<file path="src/rtl/aux_gpio_pkg.sv">
`timescale 1ns/1ps
package aux_gpio_pkg;
    localparam int unsigned REG_W = 16;
    localparam int unsigned WIN_W = 6;

    typedef enum logic [3:0] {
        SEL_NONE,
        SEL_MODE,
        SEL_DETECT,
        SEL_STATUS,
        SEL_POWER,
        SEL_CTRL,
        SEL_IRAISE,
        SEL_IMASK,
        SEL_ISTAT,
        SEL_DIR,
        SEL_WLVL,
        SEL_RLVL
    } reg_sel_e;

    localparam logic [WIN_W-1:0] OFF_MODE   = 6'h00;
    localparam logic [WIN_W-1:0] OFF_DETECT = 6'h04;
    localparam logic [WIN_W-1:0] OFF_STATUS = 6'h08;
    localparam logic [WIN_W-1:0] OFF_POWER  = 6'h0C;
    localparam logic [WIN_W-1:0] OFF_CTRL   = 6'h10;
    localparam logic [WIN_W-1:0] OFF_IRAISE = 6'h14;
    localparam logic [WIN_W-1:0] OFF_IMASK  = 6'h18;
    localparam logic [WIN_W-1:0] OFF_ISTAT  = 6'h1C;
    localparam logic [WIN_W-1:0] OFF_DIR    = 6'h20;
    localparam logic [WIN_W-1:0] OFF_WLVL   = 6'h24;
    localparam logic [WIN_W-1:0] OFF_RLVL   = 6'h28;

    localparam logic [REG_W-1:0] STATUS_RST  = 16'h0002;
    localparam int unsigned      PWR_ARM_BIT = 7;
    localparam logic [REG_W-1:0] PWR_FORCE   = 16'h8040;

    localparam int unsigned N_PLAIN = 6;
endpackage

</file>
<file path="src/rtl/aux_gpio_decode.sv">
`timescale 1ns/1ps
module aux_gpio_decode
    import aux_gpio_pkg::*;
#(
    parameter int ADDR_W = 12
) (
    input  logic [ADDR_W-1:0] addr,
    output reg_sel_e          sel
);
    logic in_window;

    generate
        if (ADDR_W > WIN_W) begin : g_upper
            assign in_window = (addr[ADDR_W-1:WIN_W] == '0);
        end else begin : g_flat
            assign in_window = 1'b1;
        end
    endgenerate

    always_comb begin
        sel = SEL_NONE;
        if (in_window) begin
            unique case (addr[WIN_W-1:0])
                OFF_MODE:   sel = SEL_MODE;
                OFF_DETECT: sel = SEL_DETECT;
                OFF_STATUS: sel = SEL_STATUS;
                OFF_POWER:  sel = SEL_POWER;
                OFF_CTRL:   sel = SEL_CTRL;
                OFF_IRAISE: sel = SEL_IRAISE;
                OFF_IMASK:  sel = SEL_IMASK;
                OFF_ISTAT:  sel = SEL_ISTAT;
                OFF_DIR:    sel = SEL_DIR;
                OFF_WLVL:   sel = SEL_WLVL;
                OFF_RLVL:   sel = SEL_RLVL;
                default:    sel = SEL_NONE;
            endcase
        end
    end
endmodule

</file>
<file path="src/rtl/aux_gpio_ctrlregs.sv">
`timescale 1ns/1ps
module aux_gpio_ctrlregs
    import aux_gpio_pkg::*;
(
    input  logic                       clk,
    input  logic                       rst_n,
    input  logic                       wr_en,
    input  reg_sel_e                   sel,
    input  logic [REG_W-1:0]           wdata,
    output logic [N_PLAIN*REG_W-1:0]   plain_flat,
    output logic [REG_W-1:0]           power_q
);
    // Index i of plain_flat belongs to the selector returned here.
    function automatic reg_sel_e plain_sel(input int idx);
        case (idx)
            0:       return SEL_MODE;
            1:       return SEL_DETECT;
            2:       return SEL_CTRL;
            3:       return SEL_IRAISE;
            4:       return SEL_IMASK;
            default: return SEL_ISTAT;
        endcase
    endfunction

    generate
        for (genvar i = 0; i < N_PLAIN; i++) begin : g_plain
            logic [REG_W-1:0] word_q;
            always_ff @(posedge clk or negedge rst_n) begin
                if (!rst_n) begin
                    word_q <= '0;
                end else if (wr_en && (sel == plain_sel(i))) begin
                    word_q <= wdata;
                end
            end
            assign plain_flat[i*REG_W +: REG_W] = word_q;
        end
    endgenerate

    logic [REG_W-1:0] power_nx;
    always_comb begin
        power_nx = wdata;
        if (wdata[PWR_ARM_BIT]) begin
            power_nx = wdata | PWR_FORCE;
        end
    end

    always_ff @(posedge clk or negedge rst_n) begin
        if (!rst_n) begin
            power_q <= '0;
        end else if (wr_en && (sel == SEL_POWER)) begin
            power_q <= power_nx;
        end
    end
endmodule

</file>
<file path="src/rtl/aux_gpio_bank.sv">
`timescale 1ns/1ps
module aux_gpio_bank
    import aux_gpio_pkg::*;
#(
    parameter int NLINE = REG_W
) (
    input  logic             clk,
    input  logic             rst_n,
    input  logic             wr_dir,
    input  logic             wr_lvl,
    input  logic [NLINE-1:0] wdata,
    input  logic [NLINE-1:0] gpio_in,
    output logic [NLINE-1:0] dir_q,
    output logic [NLINE-1:0] lvl_q,
    output logic [NLINE-1:0] gpio_out,
    output logic [NLINE-1:0] gpio_chg,
    output logic [NLINE-1:0] gpio_chg_val
);
    logic [NLINE-1:0] in_q;
    logic [NLINE-1:0] dir_nx;
    logic [NLINE-1:0] lvl_nx;
    logic [NLINE-1:0] drive_nx;
    logic [NLINE-1:0] prev_q;
    logic             eval;

    assign eval   = wr_dir | wr_lvl;
    assign dir_nx = wr_dir ? wdata : dir_q;

    generate
        for (genvar b = 0; b < NLINE; b++) begin : g_line
            logic edge_b;
            logic base_b;
            assign edge_b    = gpio_in[b] ^ in_q[b];
            assign base_b    = wr_lvl ? (wdata[b] & dir_q[b]) : lvl_q[b];
            assign lvl_nx[b] = edge_b ? gpio_in[b] : base_b;

            always_ff @(posedge clk or negedge rst_n) begin
                if (!rst_n) begin
                    in_q[b]  <= 1'b0;
                    lvl_q[b] <= 1'b0;
                    dir_q[b] <= 1'b0;
                end else begin
                    in_q[b]  <= gpio_in[b];
                    lvl_q[b] <= lvl_nx[b];
                    dir_q[b] <= dir_nx[b];
                end
            end
        end
    endgenerate

    assign drive_nx = lvl_nx & dir_nx;
    assign gpio_out = lvl_q & dir_q;

    always_ff @(posedge clk or negedge rst_n) begin
        if (!rst_n) begin
            prev_q       <= '0;
            gpio_chg     <= '0;
            gpio_chg_val <= '0;
        end else if (eval) begin
            prev_q       <= drive_nx;
            gpio_chg     <= prev_q ^ drive_nx;
            gpio_chg_val <= drive_nx;
        end else begin
            gpio_chg     <= '0;
        end
    end
endmodule

</file>
<file path="src/rtl/aux_gpio_ctrl.sv">
`timescale 1ns/1ps
module aux_gpio_ctrl
    import aux_gpio_pkg::*;
#(
    parameter int ADDR_W = 12
) (
    input  logic              clk,
    input  logic              rst_n,
    input  logic [ADDR_W-1:0] bus_addr,
    input  logic              bus_we,
    input  logic [REG_W-1:0]  bus_wdata,
    output logic [REG_W-1:0]  bus_rdata,
    input  logic [REG_W-1:0]  gpio_in,
    output logic [REG_W-1:0]  gpio_out,
    output logic [REG_W-1:0]  gpio_chg,
    output logic [REG_W-1:0]  gpio_chg_val
);
    reg_sel_e                 sel;
    logic [N_PLAIN*REG_W-1:0] plain_flat;
    logic [REG_W-1:0]         power_q;
    logic [REG_W-1:0]         dir_q;
    logic [REG_W-1:0]         lvl_q;
    logic                     wr_dir;
    logic                     wr_lvl;

    aux_gpio_decode #(.ADDR_W(ADDR_W)) u_decode (
        .addr (bus_addr),
        .sel  (sel)
    );

    aux_gpio_ctrlregs u_ctrlregs (
        .clk        (clk),
        .rst_n      (rst_n),
        .wr_en      (bus_we),
        .sel        (sel),
        .wdata      (bus_wdata),
        .plain_flat (plain_flat),
        .power_q    (power_q)
    );

    assign wr_dir = bus_we && (sel == SEL_DIR);
    assign wr_lvl = bus_we && ((sel == SEL_WLVL) || (sel == SEL_RLVL));

    aux_gpio_bank #(.NLINE(REG_W)) u_bank (
        .clk          (clk),
        .rst_n        (rst_n),
        .wr_dir       (wr_dir),
        .wr_lvl       (wr_lvl),
        .wdata        (bus_wdata),
        .gpio_in      (gpio_in),
        .dir_q        (dir_q),
        .lvl_q        (lvl_q),
        .gpio_out     (gpio_out),
        .gpio_chg     (gpio_chg),
        .gpio_chg_val (gpio_chg_val)
    );

    always_comb begin
        unique case (sel)
            SEL_MODE:   bus_rdata = plain_flat[0*REG_W +: REG_W];
            SEL_DETECT: bus_rdata = plain_flat[1*REG_W +: REG_W];
            SEL_STATUS: bus_rdata = STATUS_RST;
            SEL_POWER:  bus_rdata = power_q;
            SEL_CTRL:   bus_rdata = plain_flat[2*REG_W +: REG_W];
            SEL_IRAISE: bus_rdata = plain_flat[3*REG_W +: REG_W];
            SEL_IMASK:  bus_rdata = plain_flat[4*REG_W +: REG_W];
            SEL_ISTAT:  bus_rdata = plain_flat[5*REG_W +: REG_W];
            SEL_DIR:    bus_rdata = dir_q;
            SEL_WLVL,
            SEL_RLVL:   bus_rdata = lvl_q;
            default:    bus_rdata = '0;
        endcase
    end
endmodule

</file>
<file path="config.mk">
export PLATFORM = sky130hd
export DESIGN_NAME = aux_gpio_ctrl
export DESIGN_NICKNAME = d
export VERILOG_FILES = /design/src/rtl/aux_gpio_pkg.sv /design/src/rtl/aux_gpio_decode.sv /design/src/rtl/aux_gpio_ctrlregs.sv /design/src/rtl/aux_gpio_bank.sv /design/src/rtl/aux_gpio_ctrl.sv
export SDC_FILE = /design/constraint.sdc
export NUM_CORES = 1
export LEC_CHECK = 0
export BUFFER_PORTS_ARGS = -buffer_cell sky130_fd_sc_hd__buf_2
export CAP_MARGIN = 15
export CORE_MARGIN = 3
export CORE_UTILIZATION = 40
export CTS_CLUSTER_DIAMETER = 60
export DETAILED_ROUTE_END_ITERATION = 8
export GPL_ROUTABILITY_DRIVEN = 0
export SYNTH_ARGS = -nofsm -noshare
export SYNTH_HDL_FRONTEND = slang
export SYNTH_SLANG_ARGS = --single-unit
</file>
<file path="constraint.sdc">
create_clock -name clk -period 1.8 [get_ports clk]
set_input_delay 0 -clock clk [delete_from_list [all_inputs] [get_ports clk]]
set_output_delay 0 -clock clk [all_outputs]
set_load 0.005 [all_outputs]
</file>
==> reports/qor.yml <==
outcome:
  outcome: "finished with violations"
  violations: "DRC, setup timing"
critical_path:
  critPathArrivalTime_ns: 1.85
  cpPeakStageDelay_ns: 0.45
  crit_path_cell_chain: "a22o_1 > a222oi_1 > nand3_1 > buf_2"
  cp.buffers_inverters: 1
  critical_path_required_ns: 1.80
  critical_path.endpoint_type: "output pin"
  critical_path.slowest_cell: "sky130_fd_sc_hd__a222oi_1"
  cp-start-kind: "register"
  critical_path.max_fanout: 4
  setup.worst_path.class: "register to output pin"
  path_delay_family: "compound AO/OA/AOI/OAI gates"
grt:
  global_route_wire_length_before_repair_mm: 42.07
  grt-ovfl-total: 0
  met3_usage: 0.03937
  global_route.usage.met1: 0.2921
  antenna_violations_before_repair: 0
  gr-max-usage-layer: "met2"
  grt_start_max_net_pins: 58
  grt.met2_usage: 0.3647
  overall_global_routing_usage: 0.2186
  number_of_global_route_vias_before_repair: 7767
die:
  initial_core_util: 0.4156
  height_of_the_die_um: 158.0
  num_io_pins: 111
  core_area_um2: 22230
  die_w_um: 158.0
  floorplan.die_area_um2: 24950
  num_rows: 54
synthesis:
  ys.warnings.count: 0
  synth.net_count: 853
  synth_sequential_area_ratio: 0.5201
  synth_async_sr_flop_share: 1.000
  synth_top_cells_by_area: "sky130_fd_sc_hd__dfrtp_1, sky130_fd_sc_hd__mux2_2, sky130_fd_sc_hd__a22o_1, sky130_fd_sc_hd__o31ai_1, sky130_fd_sc_hd__a22oi_1"
  number_of_synthesized_flops_with_an_enable_pin: 0
  yosys-top-cells-count: "sky130_fd_sc_hd__dfrtp_1, sky130_fd_sc_hd__mux2_2, sky130_fd_sc_hd__nand2_1, sky130_fd_sc_hd__a22o_1, sky130_fd_sc_hd__clkbuf_1"
  ys_dominant_reg_cell: "sky130_fd_sc_hd__dfrtp_1"
  synthCells: 806
  synth.most_common_cell: "sky130_fd_sc_hd__dfrtp_1"
  synthDominantAreaCellType: "sky130_fd_sc_hd__dfrtp_1"
  synth_area_um2: 9238
  post-synth-top-area-fraction: 0.5201
  synth_area_per_cell_um2: 11.46
  ys_seq_elements: 192
  synth.distinct_cells: 44
timing:
  finClkSkew_ns: 0.008154
  hold_ws_ns: 0.02171
  rsz0062_at_grt: "true"
  setup_total_negative_slack_ns: -0.1444
  setup_viol: 5
  worst-slew-pin-transition_ns: 0.5349
  post-route-worst-setup-slack_ns: -0.05146
  finalCritPeriodShare: 1.029
  report.final.slew_viol_count: 0
  slew_headroom: 0.6434
  max_freq_mhz: 540.1
  timing_hold_violations_final: 0
  min_period_ns: 1.851
routing:
  residual_drc: 1
  dr.pass1.iters: 9
  route.vias.total: 7692
  final_antenna_net_count: 0
  drt_first_iter_violations: 645
  routed_wire_length_per_instance_um: 20.85
  routed_wl_mm: 27.40
  viasPerCell: 5.854
place:
  dp_hpwl_mm: 18.84
  detailedPlace.worstSlack_ns: -0.2614
  placement.cell_area_um2: 11120
  placement.io_buffers: 110
layout:
  nNetsFinal: 1069
  antenna_cells_inserted: 0
  synthesis_to_layout_area_growth_pct: 32.03
  final_cell_area_um2: 12200
  drive_gt1_frac: 0.3965
cts:
  cts.sinks: 192
  cts_buffer_depth: 2
  clk_pin_slew_ns: 0.07
  tritoncts: "done"
  root_buffer: "sky130_fd_sc_hd__clkbuf_16"
  cts-htree-levels: 4
  worstSkewPairLatency_ns: 0.43
  cts_made_buffers: 17
power_and_ir_drop:
  p_leak_nw: 6.123
  vdd_ir_drop_max_mv: 0.5679
  power_density_nw_per_um2: 731.6
min_path:
  worstHoldPathType: "input port to register"
job:
  maxCapViolCount: 0
## sequential cells by signal, indices dropped and copies added (netlist names)
name and count:
u_ctrlregs.g_plain.word_q 96, u_bank.dir_q 16, u_bank.gpio_chg 16, u_bank.in_q 16, u_bank.lvl_q 16, u_bank.prev_q 16
u_ctrlregs.power_q 16
## layer usage
metal | wire length (um) | share of wire
met5 | 0 | 0
met4 | 493 | 0.018
met3 | 1563 | 0.057
met2 | 13610 | 0.50
met1 | 11740 | 0.43
## power by group
part           switching (mW)  internal, mW
Clock                    1.67          1.99
Combinational           0.474         0.340
Sequential             0.0659          4.39
Total                    2.21          6.71
## stage by stage
step / total power [mW] / utilization / std cells
floorplan: 4.803 / - / 806
global placement: 5.257 / 0.5002 / 1253
detailed placement: 5.269 / 0.5002 / 1253
CTS: 8.986 / 0.5402 / 1305
global route: 9.268 / 0.5487 / 1314
finish: 8.923 / 0.5487 / 1314
## tightest hold or removal path, stage by stage
cell and delay [ns]:
sky130_fd_sc_hd__buf_2 0.12, sky130_fd_sc_hd__buf_4 0.16, sky130_fd_sc_hd__mux2_2 0.15
## cell families (layout without fill, tap and decap cells)
logic type,count (synthesis),after routing,share of synthesized area
AOI/OAI and AO/OA,217,217,0.1803
buffers and inverters,72,300,0.03521
muxes,110,110,0.1341
xor gates and xnor gates,2,2,0.002710
DFF,192,192,0.5201
and+or+nand+nor,213,213,0.1276
## path summary, 6_finish.rpt
check | startpoint | endpoint | slack [ns] | depth (start not counted)
setup / recovery | u_bank.dir_q[5] | bus_rdata[5] | -0.05 | 4
hold / removal | bus_wdata[14] | u_ctrlregs.g_plain[4].word_q[14] | 0.02 | 3
setup reg to reg | u_bank.dir_q[1] | u_bank.gpio_chg[1] | 0.02 | 5
hold reg to reg | u_bank.in_q[14] | u_bank.lvl_q[14] | 0.49 | 1
max in group asynchronous | rst_n | u_ctrlregs.g_plain[4].word_q[12] | 1.04 | 3
min in group asynchronous | rst_n | u_ctrlregs.g_plain[0].word_q[4] | 0.10 | 2
## what timing repair did
item	CTS	global route
endpoints found under the setup margin	16	26
buffers inserted	8	9
cloned	2	1
hold buffers	24	0
pin swaps	14	28
resized for setup	23	33
hold endpoints to repair	203	0
## final cells by class
| class | count | area (um^2) |
|---|---|---|
| fillers | 1961 | 10030 |
| flip-flops and latches | 192 | 4807 |
| multi-input cells | 542 | 4327 |
| repair buffers | 253 | 2088 |
| clock buffers | 20 | 456.7 |
| well taps | 280 | 350.3 |
| clock inverters | 11 | 107.6 |
| inverters | 16 | 60.06 |
## layout by cell type, fill, tap and decap left out, types with 4 or more instances in the layout
cell type,n
sky130_fd_sc_hd__dfrtp_1,190
sky130_fd_sc_hd__buf_2,106
sky130_fd_sc_hd__mux2_2,91
sky130_fd_sc_hd__buf_4,84
sky130_fd_sc_hd__nand2_1,50
sky130_fd_sc_hd__a22o_1,48
sky130_fd_sc_hd__nand4_1,33
sky130_fd_sc_hd__o31ai_1,31
sky130_fd_sc_hd__o21ai_0,31
sky130_fd_sc_hd__a22oi_1,28
sky130_fd_sc_hd__nor2_1,24
sky130_fd_sc_hd__dlygate4sd3_1,24
sky130_fd_sc_hd__buf_12,23
sky130_fd_sc_hd__a21oi_1,17
sky130_fd_sc_hd__nor3_1,17
sky130_fd_sc_hd__nand3_1,17
sky130_fd_sc_hd__clkbuf_16,17
sky130_fd_sc_hd__inv_1,16
sky130_fd_sc_hd__and2_1,16
sky130_fd_sc_hd__a222oi_1,16
sky130_fd_sc_hd__mux2_4,16
sky130_fd_sc_hd__o211a_1,15
sky130_fd_sc_hd__or3_1,15
sky130_fd_sc_hd__a21o_1,15
sky130_fd_sc_hd__or4_1,9
sky130_fd_sc_hd__or4_4,8
sky130_fd_sc_hd__buf_6,8
sky130_fd_sc_hd__buf_8,6
sky130_fd_sc_hd__a21oi_2,4
sky130_fd_sc_hd__clkinv_4,4
Power figures use the tool's default switching activity.
